==> src/rtl/dent_pkg.sv <==
package dent_pkg;

    localparam int NUM_DIG = 5;
    localparam int NUM_POS = NUM_DIG + 1;
    localparam int POS_W   = $clog2(NUM_DIG);
    localparam int SEL_W   = $clog2(NUM_POS);
    localparam int M_W     = $clog2(10 ** NUM_DIG);

    typedef logic [3:0] bcd_t;
    typedef logic [NUM_DIG-1:0][3:0] digit_vec_t;

    typedef enum logic [2:0] {
        ST_MODE,
        ST_ENTRY,
        ST_SHOW,
        ST_BLANK,
        ST_RUN
    } ctl_state_e;

    typedef struct packed {
        logic             entry;
        logic             show;
        logic [POS_W-1:0] pos;
    } disp_ctl_t;

    function automatic logic [6:0] seg_of(input bcd_t v);
        logic [6:0] s;
        case (v)
            4'd0:    s = 7'b0000001;
            4'd1:    s = 7'b1001111;
            4'd2:    s = 7'b0010010;
            4'd3:    s = 7'b0000110;
            4'd4:    s = 7'b1001100;
            4'd5:    s = 7'b0100100;
            4'd6:    s = 7'b0100000;
            4'd7:    s = 7'b0001111;
            4'd8:    s = 7'b0000000;
            4'd9:    s = 7'b0000100;
            default: s = 7'b1111111;
        endcase
        return s;
    endfunction

    function automatic logic [M_W-1:0] m_calc(input digit_vec_t d, input logic hms);
        int acc;
        if (hms) begin
            acc = int'(d[0]) + 6 * (int'(d[1]) + 10 * int'(d[2]))
                + 360 * (int'(d[3]) + 10 * int'(d[4]));
        end else begin
            acc = 0;
            for (int i = NUM_DIG - 1; i >= 0; i--) begin
                acc = acc * 10 + int'(d[i]);
            end
        end
        return M_W'(acc);
    endfunction

endpackage

==> src/rtl/dent_ticker.sv <==
module dent_ticker #(
    parameter int LIMIT = 10
) (
    input  logic clk,
    input  logic rst,
    input  logic clr,
    input  logic en,
    output logic hit
);
    localparam int W = (LIMIT > 1) ? $clog2(LIMIT) : 1;

    logic [W-1:0] cnt;

    assign hit = en && (cnt == W'(LIMIT - 1));

    always_ff @(posedge clk) begin
        if (rst || clr) begin
            cnt <= '0;
        end else if (en) begin
            cnt <= hit ? '0 : cnt + 1'b1;
        end
    end

    // interval counter never passes its limit
    p_cnt_in_range_r3: assert property (@(posedge clk) disable iff (rst)
        32'(cnt) < LIMIT);

endmodule

==> src/rtl/dent_fsm.sv <==
module dent_fsm
    import dent_pkg::*;
#(
    parameter int WIN_TICKS  = 1000,
    parameter int STEP_TICKS = 100
) (
    input  logic       clk,
    input  logic       rst,
    input  logic       btn,
    output logic       mode_hms,
    output digit_vec_t dig,
    output disp_ctl_t  ctl,
    output logic       trig_n,
    output logic       gen_en
);
    ctl_state_e       st;
    logic             btn_q;
    logic             seen;
    logic [POS_W-1:0] pos;
    logic             rise;
    logic             fall;
    logic             win_hit;
    logic             step_hit;

    assign rise = btn && !btn_q;
    assign fall = !btn && btn_q;

    dent_ticker #(.LIMIT(WIN_TICKS)) u_win (
        .clk(clk), .rst(rst),
        .clr(st != ST_MODE),
        .en (st == ST_MODE),
        .hit(win_hit)
    );

    dent_ticker #(.LIMIT(STEP_TICKS)) u_step (
        .clk(clk), .rst(rst),
        .clr((st != ST_ENTRY) || fall),
        .en ((st == ST_ENTRY) && btn),
        .hit(step_hit)
    );

    always_ff @(posedge clk) begin
        if (rst) begin
            st       <= ST_MODE;
            btn_q    <= 1'b0;
            seen     <= 1'b0;
            mode_hms <= 1'b0;
            pos      <= POS_W'(NUM_DIG - 1);
            dig      <= '0;
            trig_n   <= 1'b1;
        end else begin
            btn_q  <= btn;
            trig_n <= 1'b1;
            case (st)
                ST_MODE: begin
                    if (rise) seen <= 1'b1;
                    if (fall && seen) begin
                        mode_hms <= 1'b1;
                        st       <= ST_ENTRY;
                    end else if (win_hit && !seen && !btn) begin
                        st <= ST_ENTRY;
                    end
                end
                ST_ENTRY: begin
                    if (step_hit) begin
                        dig[pos] <= (dig[pos] == 4'd9) ? 4'd0 : dig[pos] + 4'd1;
                    end
                    if (fall) begin
                        if (pos == '0) st  <= ST_SHOW;
                        else           pos <= pos - 1'b1;
                    end
                end
                ST_SHOW:  if (rise) st <= ST_BLANK;
                ST_BLANK: if (fall) begin
                    st     <= ST_RUN;
                    trig_n <= 1'b0;
                end
                ST_RUN:   st <= ST_RUN;
                default:  st <= ST_MODE;
            endcase
        end
    end

    assign gen_en    = (st == ST_RUN);
    assign ctl.entry = (st == ST_ENTRY);
    assign ctl.show  = (st == ST_SHOW);
    assign ctl.pos   = pos;

    // trigger is a single-cycle pulse
    p_trig_single_r10: assert property (@(posedge clk) disable iff (rst)
        !trig_n |=> trig_n);
    // trigger only marks the start of the running phase
    p_trig_in_run_r10: assert property (@(posedge clk) disable iff (rst)
        !trig_n |-> gen_en);
    // running phase is left only by reset
    p_run_sticky_r11: assert property (@(posedge clk) disable iff (rst)
        gen_en |=> gen_en);
    // mode frozen once the window is over
    p_mode_locked_r2: assert property (@(posedge clk) disable iff (rst)
        (st != ST_MODE) |=> $stable(mode_hms));
    // held digit wraps from 9 to 0
    p_digit_wrap_r4: assert property (@(posedge clk) disable iff (rst)
        (st == ST_ENTRY && step_hit && dig[pos] == 4'd9) |=> (dig[pos] == 4'd0));
    // digits cannot change once running
    p_digits_frozen_r11: assert property (@(posedge clk) disable iff (rst)
        gen_en |=> $stable(dig));

endmodule

==> src/rtl/dent_display.sv <==
module dent_display
    import dent_pkg::*;
#(
    parameter int SCAN_TICKS = 10
) (
    input  logic               clk,
    input  logic               rst,
    input  disp_ctl_t          ctl,
    input  digit_vec_t         dig,
    output logic [NUM_POS-1:0] an,
    output logic [6:0]         seg_n
);
    localparam logic [SEL_W-1:0] LAST = SEL_W'(NUM_POS - 1);

    logic [SEL_W-1:0] sp_q;
    logic [SEL_W-1:0] sel;
    logic             scan_hit;
    logic             visible;
    bcd_t             val;

    dent_ticker #(.LIMIT(SCAN_TICKS)) u_scan (
        .clk(clk), .rst(rst),
        .clr(!ctl.show),
        .en (ctl.show),
        .hit(scan_hit)
    );

    always_ff @(posedge clk) begin
        if (rst || !ctl.show) begin
            sp_q <= LAST;
        end else if (scan_hit) begin
            sp_q <= (sp_q == '0) ? LAST : sp_q - 1'b1;
        end
    end

    always_comb begin
        visible = ctl.entry || ctl.show;
        sel     = ctl.show ? sp_q : SEL_W'(ctl.pos) + 1'b1;
        val     = (sel == '0) ? 4'd0 : dig[POS_W'(sel - 1'b1)];
        an      = visible ? (NUM_POS'(1) << sel) : '0;
        seg_n   = visible ? seg_of(val) : 7'b1111111;
    end

    // never more than one position lit
    p_an_onehot_r6: assert property (@(posedge clk) disable iff (rst)
        $onehot0(an));
    // scan step moves the lit position
    p_scan_moves_r6: assert property (@(posedge clk) disable iff (rst)
        (ctl.show && scan_hit) |=> (!ctl.show || an != $past(an)));

endmodule

==> src/rtl/digit_entry_ctrl.sv <==
module digit_entry_ctrl
    import dent_pkg::*;
#(
    parameter int CLK_HZ  = 200_000_000,
    parameter int WIN_SEC = 5,
    parameter int SCAN_HZ = 30
) (
    input  logic                 clk,
    input  logic                 rst,
    input  logic                 btn,
    output logic                 mode_hms,
    output logic [4*NUM_DIG-1:0] digits,
    output logic [M_W-1:0]       m_val,
    output logic [6:0]           seg_n,
    output logic [NUM_POS-1:0]   an,
    output logic                 trig_n,
    output logic                 gen_en
);
    localparam int STEP_TICKS = CLK_HZ;
    localparam int WIN_TICKS  = CLK_HZ * WIN_SEC;
    localparam int SCAN_RAW   = CLK_HZ / (SCAN_HZ * NUM_POS);
    localparam int SCAN_TICKS = (SCAN_RAW < 1) ? 1 : SCAN_RAW;

    digit_vec_t dig;
    disp_ctl_t  ctl;

    dent_fsm #(
        .WIN_TICKS (WIN_TICKS),
        .STEP_TICKS(STEP_TICKS)
    ) u_fsm (
        .clk     (clk),
        .rst     (rst),
        .btn     (btn),
        .mode_hms(mode_hms),
        .dig     (dig),
        .ctl     (ctl),
        .trig_n  (trig_n),
        .gen_en  (gen_en)
    );

    dent_display #(
        .SCAN_TICKS(SCAN_TICKS)
    ) u_disp (
        .clk  (clk),
        .rst  (rst),
        .ctl  (ctl),
        .dig  (dig),
        .an   (an),
        .seg_n(seg_n)
    );

    assign digits = dig;
    assign m_val  = m_calc(dig, mode_hms);

    // display dark whenever the generator runs
    p_dark_in_run_r10: assert property (@(posedge clk) disable iff (rst)
        gen_en |-> (an == '0 && seg_n == 7'b1111111));

endmodule

==> config.mk <==
export PLATFORM = sky130hd
export DESIGN_NAME = digit_entry_ctrl
export DESIGN_NICKNAME = d
export VERILOG_FILES = /design/src/rtl/dent_pkg.sv /design/src/rtl/dent_ticker.sv /design/src/rtl/dent_fsm.sv /design/src/rtl/dent_display.sv /design/src/rtl/digit_entry_ctrl.sv
export SDC_FILE = /design/constraint.sdc
export NUM_CORES = 1
export LEC_CHECK = 0
export ABC_CLOCK_PERIOD_IN_PS = 11900
export BUFFER_PORTS_ARGS = -buffer_cell sky130_fd_sc_hd__buf_2
export CAP_MARGIN = 5
export CORE_ASPECT_RATIO = 1.25
export CORE_MARGIN = 2
export CORE_UTILIZATION = 50
export DETAILED_ROUTE_END_ITERATION = 10
export PLACE_DENSITY = 0.67
export SLEW_MARGIN = 20
export SYNTH_ARGS = -nofsm -noshare
export SYNTH_HDL_FRONTEND = slang
export SYNTH_HIERARCHICAL = 1
export SYNTH_SLANG_ARGS = --single-unit
==> constraint.sdc <==
create_clock -name clk -period 11.9 [get_ports clk]
set_clock_uncertainty 0.15 [all_clocks]
set_input_delay 2.38 -clock clk [delete_from_list [all_inputs] [get_ports clk]]
set_output_delay 2.38 -clock clk [all_outputs]
set_load 0.005 [all_outputs]
Word level (Yosys, flattened, before mapping):

Memories as Yosys holds them, arrays and structs flattened.
Cells that the tools add are included.

* register bits after elaboration: 112
* memory bits (read-only): 112
* input bits: 3
* output and inout bits: 53
* word-level logic and storage cells: 115
* memories kept: 1

Memory list
* (no name shown): words 16, width 7, rd ports 1, clocked after memory_dff 0, write ports 0, RTL line dent_pkg.sv:28 `case (v)`

* add/subtract/negate cells: 16
* $mul: 8
* $lt $le $gt $ge: 3
* eq/ne operators: 14
* shift operators: 1
* mux-type cells: 25
* bitwise operators: 2
* reduce and logical (&&, ||, !) cells: 30

Operators with widths (count)
* $add A30 B1 Y30 const B: 1
* $eq A30 B30 Y1 const B: 1
* $mux W30: 1
* $add A28 B1 Y28 const B: 1
* $eq A28 B28 Y1 const B: 1
* $mux W28: 1
* $bmux W4 S3: 2
* $mux W3: 8
* $add A21 B1 Y21 const B: 1
* $eq A21 B21 Y1 const B: 1
* $mux W21: 1
* $bwmux W20: 1
* $mux W4: 5
* $add A18 B4 Y19: 1
* $mul A19 B3 Y16 const B: 1
* $add A4 B8 Y9: 2
* $add A13 B17 Y17: 1
* $add A17 B4 Y17: 1
* $mul A14 B3 Y17 const B: 1
* $mux W17: 1
* $pmux W3 S5: 1
* $add A13 B4 Y14: 1
* $mul A3 B4 Y7 const A: 2
* $mul A6 B9 Y14 const A: 1
* other kinds (32): 61

Depth between registers and ports, before layout:

Gate-level depths: netlist (run 1).

* depth after elaboration: 9
* gate-level depth with buffers: 37
* mapped depth without buffers: 36

Hierarchy:

The synthesis (run 1) kept the hierarchy.

Modules (own cells, without submodules)
* digit_entry_ctrl: instances 1, cells each 642, area an instance 5154.9 um^2, seq. area each 0.0 um^2
* dent_fsm: instances 1, cells each 164, area an instance 1554.0 um^2, seq. area each 600.6 um^2
* dent_ticker (u_fsm.u_step): instances 1, cells each 161, area an instance 1443.9 um^2, seq. area each 560.5 um^2
* dent_ticker (u_fsm.u_win): instances 1, cells each 158, area an instance 1438.9 um^2, seq. area each 600.6 um^2
* dent_ticker (u_disp.u_scan): instances 1, cells each 126, area an instance 1094.8 um^2, seq. area each 420.4 um^2
* dent_display: instances 1, cells each 90, area an instance 762.0 um^2, seq. area each 60.1 um^2

Worst setup path before layout (run 1):

OpenSTA, ideal clock, no wires.

* path type: reg2out
* start point: register u_fsm/dig[19] (netlist bit)
* end point: output port m_val[16]
* arrival: 8.254 ns
* data required time: 9.370 ns
* setup slack: 1.116 ns
* stages on the path, launching flop included: 36
* path buffers: 1
* cells stage by stage: dfxtp_1 -> ha_1 -> ha_1 -> fa_1 -> nand3b_1 -> nor3_1 -> ha_1 -> nand4b_1 -> mux2i_1 -> a211oi_2 -> ha_1 -> or4_1 -> o32a_1 -> and3_4 -> or2_1 -> buf_6 -> nor2_1 -> o21ai_0 -> a221o_1 -> ha_1 -> ha_1 -> inv_1 -> or4_1 -> nand3_1 -> a211oi_1 -> xor2_1 -> ha_1 -> ha_1 -> nand3b_1 -> mux2i_1 -> o41ai_1 -> nor4_1 -> xnor2_1 -> xnor2_1 -> nor3_1 -> a221o_1

* longest elaborated chain between the ends: 9
* elaborated cells between the ends (all ways): 13
* those cells by class: add/sub (6); mul (6); mux (1)

RTL lines
* from (decl): RTL line dent_fsm.sv:11 `output digit_vec_t dig,`
* from (signal, indexed assignment): RTL line dent_fsm.sv:66 `dig[pos] <= (dig[pos] == 4'd9) ? 4'd0 : dig[pos] + 4'd1;`
* $mul A4 B3 Y7: RTL line dent_pkg.sv:48, dent_pkg.sv:52
* $add A8 B4 Y9: RTL line dent_pkg.sv:48, dent_pkg.sv:52
* $mul A9 B3 Y12: RTL line dent_pkg.sv:52 `acc = acc * 10 + int'(d[i]);`
* $add A13 B4 Y14: RTL line dent_pkg.sv:52
* $mul A14 B3 Y17: RTL line dent_pkg.sv:52
* $add A18 B4 Y19: RTL line dent_pkg.sv:52
* $mul A19 B3 Y16: RTL line dent_pkg.sv:52
* $add A17 B4 Y17: RTL line dent_pkg.sv:52
* $mux W17 (*): RTL line dent_pkg.sv:46 `if (hms) begin`
* to (decl): RTL line digit_entry_ctrl.sv:13 `output logic [M_W-1:0] m_val,`

Every way passes the cells marked *; elsewhere a longest branch is shown, timed or not.

Worst setup path after layout (run 1):

* start point: register u_fsm/dig[17] (netlist bit)
* end point: output port m_val[16]

The elaborated chain is that of the path after synthesis.

==> results.ini, run 1 <==
[status]
outcome = finished, final reports clean

[logic_synthesis]
synth_edf_count = 0
yosysSeqAreaShare_pct = 19.6
ys_types = 112
avgSynthCellArea_um2 = 8.54
syn_area_mm2 = 0.0114
syn_inst = 1341
syn_nets = 1513
synth.ff_latch_count = 112
dominantRegCellSynth = dfxtp_1
ys_warn_count = 6
synthArstFlopShare_pct = 0

[floorplanning]
ioPinCount = 56
die_w_um = 139
die_area_mm2 = 0.0241
rows = 61
die_h_um = 173
start_util_pct = 51.2
fp.coreArea_mm2 = 0.0224

[routing]
met1_length_mm = 11.6
vias = 9653
met3_length_um = 538
drc = 0
highest_layer = met4
via_per_inst = 5.76
drt_iter0_drc = 505
drtPass1Iterations = 4
drt-total-wl_mm = 25.5
ant_nets = 0
met2_length_mm = 12.7
wire_per_inst_um = 15.2

[setup_path]
ff2ff_setup_slack_ns = 8.47
crit_path_end_kind = output port
worstPathArrival_ns = 8.85
crit_top_cell = ha_1
crit_slowest_cell = fa_1
required_ns = 9.37
reg2reg_from = u_fsm/st[0]
rr_worst_depth = 11
path_class = flop to output port
slowest_delay_ns = 0.50
path_max_fanout = 8
crit_start = u_fsm/dig[17]
critPathLaunchType = flop

[timing]
maxSlewViolCount = 0
setup_violations = 0
min_period_ns = 11.38
fin_ws_ns = 0.524
slew_headroom_pct = 33.5
max_freq_mhz = 87.9
finalSetupTns_ns = 0
post-route-period-util_pct = 95.6
worst_slew_pin_slew_ns = 0.984
timing_hold_violations_final = 0

[cts]
max-clock-path-buffers = 2
cts.clk_slew.worst_paths_ns = 0.09
htreeDepth = 3
cts_tree = built
clock_sinks = 112
clk_latency_ns = 0.36
cts_made_buffers = 9
cts-root-buf = clkbuf_16

[placed_design]
portBuffers = 55
pre_cts_ws_ns = 0.623
dp_hpwl_mm = 19.8
gp_congestion = 0.868

[layout]
antenna_cells = 0
area_delta_synth_final_pct = 7.53
drive_gt1_share_pct = 11.5
fill_cells = 2112
nets = 1559

[global_route]
grtUsageTotal_pct = 20.9
antenna_found_initial = 0
grt_max_degree = 45
grt_overflow_total = 0
grt_pass1_wl_mm = 43.0
grt_pass1_vias = 9242

[pwr]
power_density_mw_per_mm2 = 62.8
leakagePower_nw = 5.51
vdd_drop_max_mv = 0.0849

[worst_hold_path]
hold_depth = 2
holdCritStartpoint = u_fsm/u_win/cnt[29]
holdCritPathClass = flop to flop

[job]
cap_violations = 0

==> layout by cell type, fill, tap and decap left out, types with 10 or more instances in the layout <==
| master | count |
|---|---|
| or2_2 | 10 |
| nand3_1 | 49 |
| dfxtp_1 | 109 |
| buf_2 | 55 |
| nand4_1 | 25 |
| xnor2_1 | 83 |
| o21bai_1 | 16 |
| nor2_1 | 150 |
| mux2i_1 | 24 |
| or3_1 | 13 |
| xor2_1 | 70 |
| a21o_1 | 22 |
| a21oi_1 | 72 |
| and3_1 | 12 |
| nor2b_1 | 14 |
| ha_1 | 143 |
| nand2_1 | 62 |
| o21ai_0 | 41 |
| inv_1 | 84 |
| a211oi_1 | 10 |
| nor3_1 | 33 |
| nand2b_1 | 24 |
| fa_1 | 25 |
==> registers in the layout, summed over array words and instances (netlist names) <==
register           count
u_fsm/u_step/cnt      28
u_fsm/seen             1
u_fsm/st               3
u_fsm/dig             20
u_disp/sp_q            3
u_fsm/trig_n           1
u_fsm/pos              3
u_disp/u_scan/cnt     21
u_fsm/u_win/cnt       30
u_fsm/mode_hms         1
u_fsm/btn_q            1
==> where the power goes <==
part           switching (W)  leakage [nW]  internal [W]
registers         0.00000599         0.905      0.000378
logic              0.0000328          4.44     0.0000225
clock network       0.000162         0.160      0.000173
total               0.000201          5.51      0.000573
==> cell usage after synthesis, types with 8 or more instances <==
cell	n	area share, %
nand2_1	62	2.0
or2_2	10	0.55
dfxtp_1	112	20
nor4b_1	8	0.61
nor2_1	151	5.0
nand3_1	49	2.1
or4_1	9	0.59
mux2i_1	24	2.1
o211ai_1	9	0.59
o21ai_0	41	1.8
xor2_1	70	5.4
o21a_1	9	0.59
and3_1	12	0.66
inv_1	84	2.8
fa_1	25	4.4
a211oi_1	10	0.66
nor3b_1	8	0.52
xnor2_1	84	6.4
nand2b_1	24	1.3
o21bai_1	16	1.0
ha_1	144	16
buf_6	8	0.79
or3_1	13	0.71
nor2b_1	14	0.76
nor3_1	33	1.4
a21oi_1	72	3.1
nand4_1	25	1.4
o22ai_1	8	0.44
a21o_1	22	1.4
clkbuf_1	10	0.33
nor4_1	10	0.55
==> path summary, 6_finish.rpt <==
path                          to
max reg2reg         u_fsm/dig[0]
min          u_fsm/u_win/cnt[29]
min reg2reg  u_fsm/u_win/cnt[29]
max                    m_val[16]
==> cell families after synthesis <==
family | Yosys count | synth area share [%]
buffers and inverters | 111 | 4.47
AO/OA/AOI/OAI | 258 | 15.6
adder cells (fa/ha/maj) | 169 | 20.1
AND/OR/NAND/NOR | 505 | 25.0
flip-flops | 112 | 19.6
XOR/XNOR | 155 | 11.9
multiplexers | 31 | 3.27
==> what timing repair did <==
| action | CTS | global route |
|---|---|---|
| gates resized for setup | 0 | 12 |
| setup endpoints to repair | 0 | 2 |
| setup buffers | 0 | 0 |
| hold buffers | 0 | 0 |
==> metrics by stage <==
stage | cell area, µm² | hold slack, ns | power [W] | std cells | utilization (%)
2_1_floorplan | 11400 | 0.303 | 0.000435 | 1341 | -
3_3_place_gp | 11900 | 0.316 | 0.000447 | 1659 | 53.3
3_5_place_dp | 11900 | 0.334 | 0.000448 | 1659 | 53.3
4_1_cts | 12300 | 0.345 | 0.000786 | 1675 | 54.8
5_1_grt | 12300 | 0.356 | 0.000810 | 1675 | 55.0
6_report | 12300 | 0.333 | 0.000774 | 1675 | 55.0
==> cell type report <==
| class | instances | area, µm² | share of cell area, % |
|---|---|---|---|
| multi-input cells | 1118 | 8740 | 71.0 |
| flip-flops and latches | 112 | 2250 | 18.3 |
| well taps | 283 | 354 | 2.88 |
| repair buffers | 61 | 320 | 2.60 |
| inverters | 85 | 319 | 2.59 |
| clock buffers | 9 | 225 | 1.83 |
| clock inverters | 7 | 103 | 0.833 |
==> per-layer routing <==
metal  vias up  GRT usage, %
li1       4928             -
met1      4601          25.9
met2        89          37.6
met3        35          2.52
met4         0          6.31
met5         -             0
==> worst max-delay path, delay by kind of cell, from the launching register on <==
family	cells	cell delay (ns)
buffers and inverters	3	0.28
xor gates and xnor gates	3	0.58
AOI/OAI and AO/OA	8	1.68
and+or+nand+nor	14	3.02
muxes	1	0.12
DFF	1	0.37
adders and majority gates	8	2.42
(Power assumes the default switching activity.)
==> run 2: changes to the inputs <==
PLACE_DENSITY = 0.69   (was 0.67)
==> run 2 against run 1 <==
Net effect: clock power about the same; sequential cell count did not move; global-route usage up 0.11 points; critical endpoint unchanged; largest power group unchanged; highest routed layer unchanged.
==> results.ini, run 2 (same netlist as run 1, synthesis figures left out) <==
[timing]
worst_slew_pin_slew_ns = 1.07  ; +0.0860 ns
fin_ws_ns = 0.523  ; -0.000258 ns
setup_violations = 0  ; unchanged
holdWs_ns = 0.333  ; +0.000639 ns
min_period_ns = 11.38  ; +0.000258 ns
post-route-period-util_pct = 95.6  ; about the same
max_freq_mhz = 87.9  ; about the same
finalSetupTns_ns = 0  ; unchanged
maxSlewViolCount = 0  ; unchanged
timing_hold_violations_final = 0  ; unchanged
slew_headroom_pct = 27.7  ; -5.8 points

[routing]
drt_iter0_drc = 424  ; -16%
drt-total-wl_mm = 25.4  ; -0.54%
drtPass1Iterations = 6  ; +2
vias = 9698  ; +0.47%
drc = 0  ; unchanged
ant_nets = 0  ; unchanged
via_per_inst = 5.79  ; +0.53%
wire_per_inst_um = 15.2  ; -0.49%

[placed_design]
pre_cts_ws_ns = 0.567  ; -0.0559 ns
place_area_mm2 = 0.0119  ; about the same
dp_hpwl_mm = 19.8  ; about the same
portBuffers = 55  ; unchanged
post-place-cells = 1658  ; -0.060%
gp_congestion = 0.866  ; -0.28%

[setup_path]
critPathLaunchType = flop
path_class = flop to output port
reg2reg_from = u_fsm/st[0]
crit_path_end_kind = output port
worstPathArrival_ns = 8.85  ; about the same
crit_slowest_cell = or4_1
crit_family = simple AND/OR/NAND/NOR gates
path_max_fanout = 12  ; +4
timing.rr.end = u_fsm/dig[9]
crit_top_cell = ha_1
cp_num_buf_inv = 3  ; unchanged
rr_worst_depth = 11  ; unchanged
required_ns = 9.37  ; about the same
slowest_delay_ns = 0.61  ; +0.11 ns
ff2ff_setup_slack_ns = 8.38  ; -0.09 ns

[cts]
htreeDepth = 3  ; unchanged
ctsHoldBuffers = 0  ; unchanged
cts_made_buffers = 9  ; unchanged
clk_latency_ns = 0.36  ; about the same
max-clock-path-buffers = 2  ; unchanged
cts.clk_slew.worst_paths_ns = 0.07  ; -0.02 ns
clock_sinks = 112  ; unchanged
cts-root-buf = clkbuf_16
cts_tree = built
cts_setup_buffers = 0  ; unchanged

[floorplanning]
rows = 61  ; unchanged
die_w_um = 139  ; unchanged
ioPinCount = 56  ; unchanged
die_h_um = 173  ; unchanged
fp.coreArea_mm2 = 0.0224  ; unchanged
start_util_pct = 51.2  ; unchanged
die_area_mm2 = 0.0241  ; unchanged

[layout]
fin_area_mm2 = 0.0123  ; -0.17%
stdcell_count = 1674  ; -0.060%
nets = 1558  ; -0.064%
final_common_cell = nor2_1
reg.largest.list = u_fsm/u_win/cnt x30, u_fsm/u_step/cnt x28, u_disp/u_scan/cnt x21
top_register = u_fsm/u_win/cnt
layout_common_cells = 151 x nor2_1, 143 x ha_1, 109 x dfxtp_1, 84 x inv_1, 84 x xnor2_1
drive_gt1_share_pct = 11.2  ; -0.28 points
antenna_cells = 0  ; unchanged
fill_cells = 2137  ; +1.2%
area_delta_synth_final_pct = 7.34
largest_reg_flops = 30  ; unchanged

[global_route]
antenna_found_initial = 0  ; unchanged
grt_max_degree = 45  ; unchanged
grtUsageTotal_pct = 21.0  ; +0.11 points
grt_overflow_total = 0  ; unchanged
grt_pass1_vias = 9495  ; +2.7%
grt_pass1_wl_mm = 43.2  ; +0.35%

[worst_hold_path]
hold_end = u_fsm/u_win/cnt[25]
holdCritStartpoint = u_fsm/u_win/cnt[25]
hold_depth = 2  ; unchanged
holdCritPathClass = flop to flop

[job]
cap_violations = 0  ; unchanged

[pwr]
vdd_drop_max_mv = 0.0910  ; +7.1%
power_density_mw_per_mm2 = 62.9  ; about the same
leakagePower_nw = 5.49  ; -0.28%

[status]
outcome = finished, final reports clean

-- run 2: cell types whose count changed in the layout (fill, tap and decap cells not counted) --
cell	change
nor2_2	-1
or4_4	-1
or4_1	+1
xnor2_1	+1
xnor2_2	-1
nor2_1	+1
buf_4	-1
-- run 2: final cells by class --
cell class	instances	area (µm²)	share of cell area, %
clock buffer	9	225	1.83
timing repair buffer	60	313	2.55
inverter	85	319	2.60
tap	283	354	2.88
clock inverter	7	103	0.835
sequential	112	2250	18.3
multi-input combinational	1118	8730	71.0
-- run 2: stage by stage --
stage | total power (W) | util [%]
global route | 0.000806 | 55.0
floorplan | 0.000435 | -
finish | 0.000773 | 55.0
detailed placement | 0.000448 | 53.3
CTS | 0.000783 | 54.8
global placement | 0.000447 | 53.3
-- run 2: worst max path at each step --
stage | start | end | depth (start not counted) | slack [ns]
6_report | u_fsm/dig[19] | m_val[16] | 36 | 0.52
3_3_place_gp | u_fsm/dig[19] | m_val[16] | 36 | 0.95
4_1_cts | u_fsm/dig[19] | m_val[16] | 36 | 0.16
3_5_place_dp | u_fsm/dig[19] | m_val[16] | 36 | 0.57
2_1_floorplan | u_fsm/dig[19] | m_val[16] | 35 | 1.12
5_1_grt | u_fsm/dig[19] | m_val[16] | 35 | -0.02
-- run 2: timing repair --
item / CTS / global route
hold endpoints to repair: 0 / 0
endpoints found under the setup margin: 0 / 2
gates resized for setup: 0 / 9
-- run 2: metal layers --
layer	global-route usage, %	vias to the layer above	routed length, µm
met2	39.2	151	13100
met5	0	-	0
li1	-	4910	-
met1	24.4	4592	10800
met4	7.07	0	693
met3	2.85	45	747
-- run 2: where the power goes --
part / internal, W / switching [W]
Clock: 0.000173 / 0.000161
Sequential: 0.000378 / 0.00000567
Combinational: 0.0000223 / 0.0000333
-- run 2: tightest hold or removal path: stages, from the launching register on --
cell and delay [ns]:
dfxtp_1 0.32, o21ai_0 0.07, a21oi_1 0.06
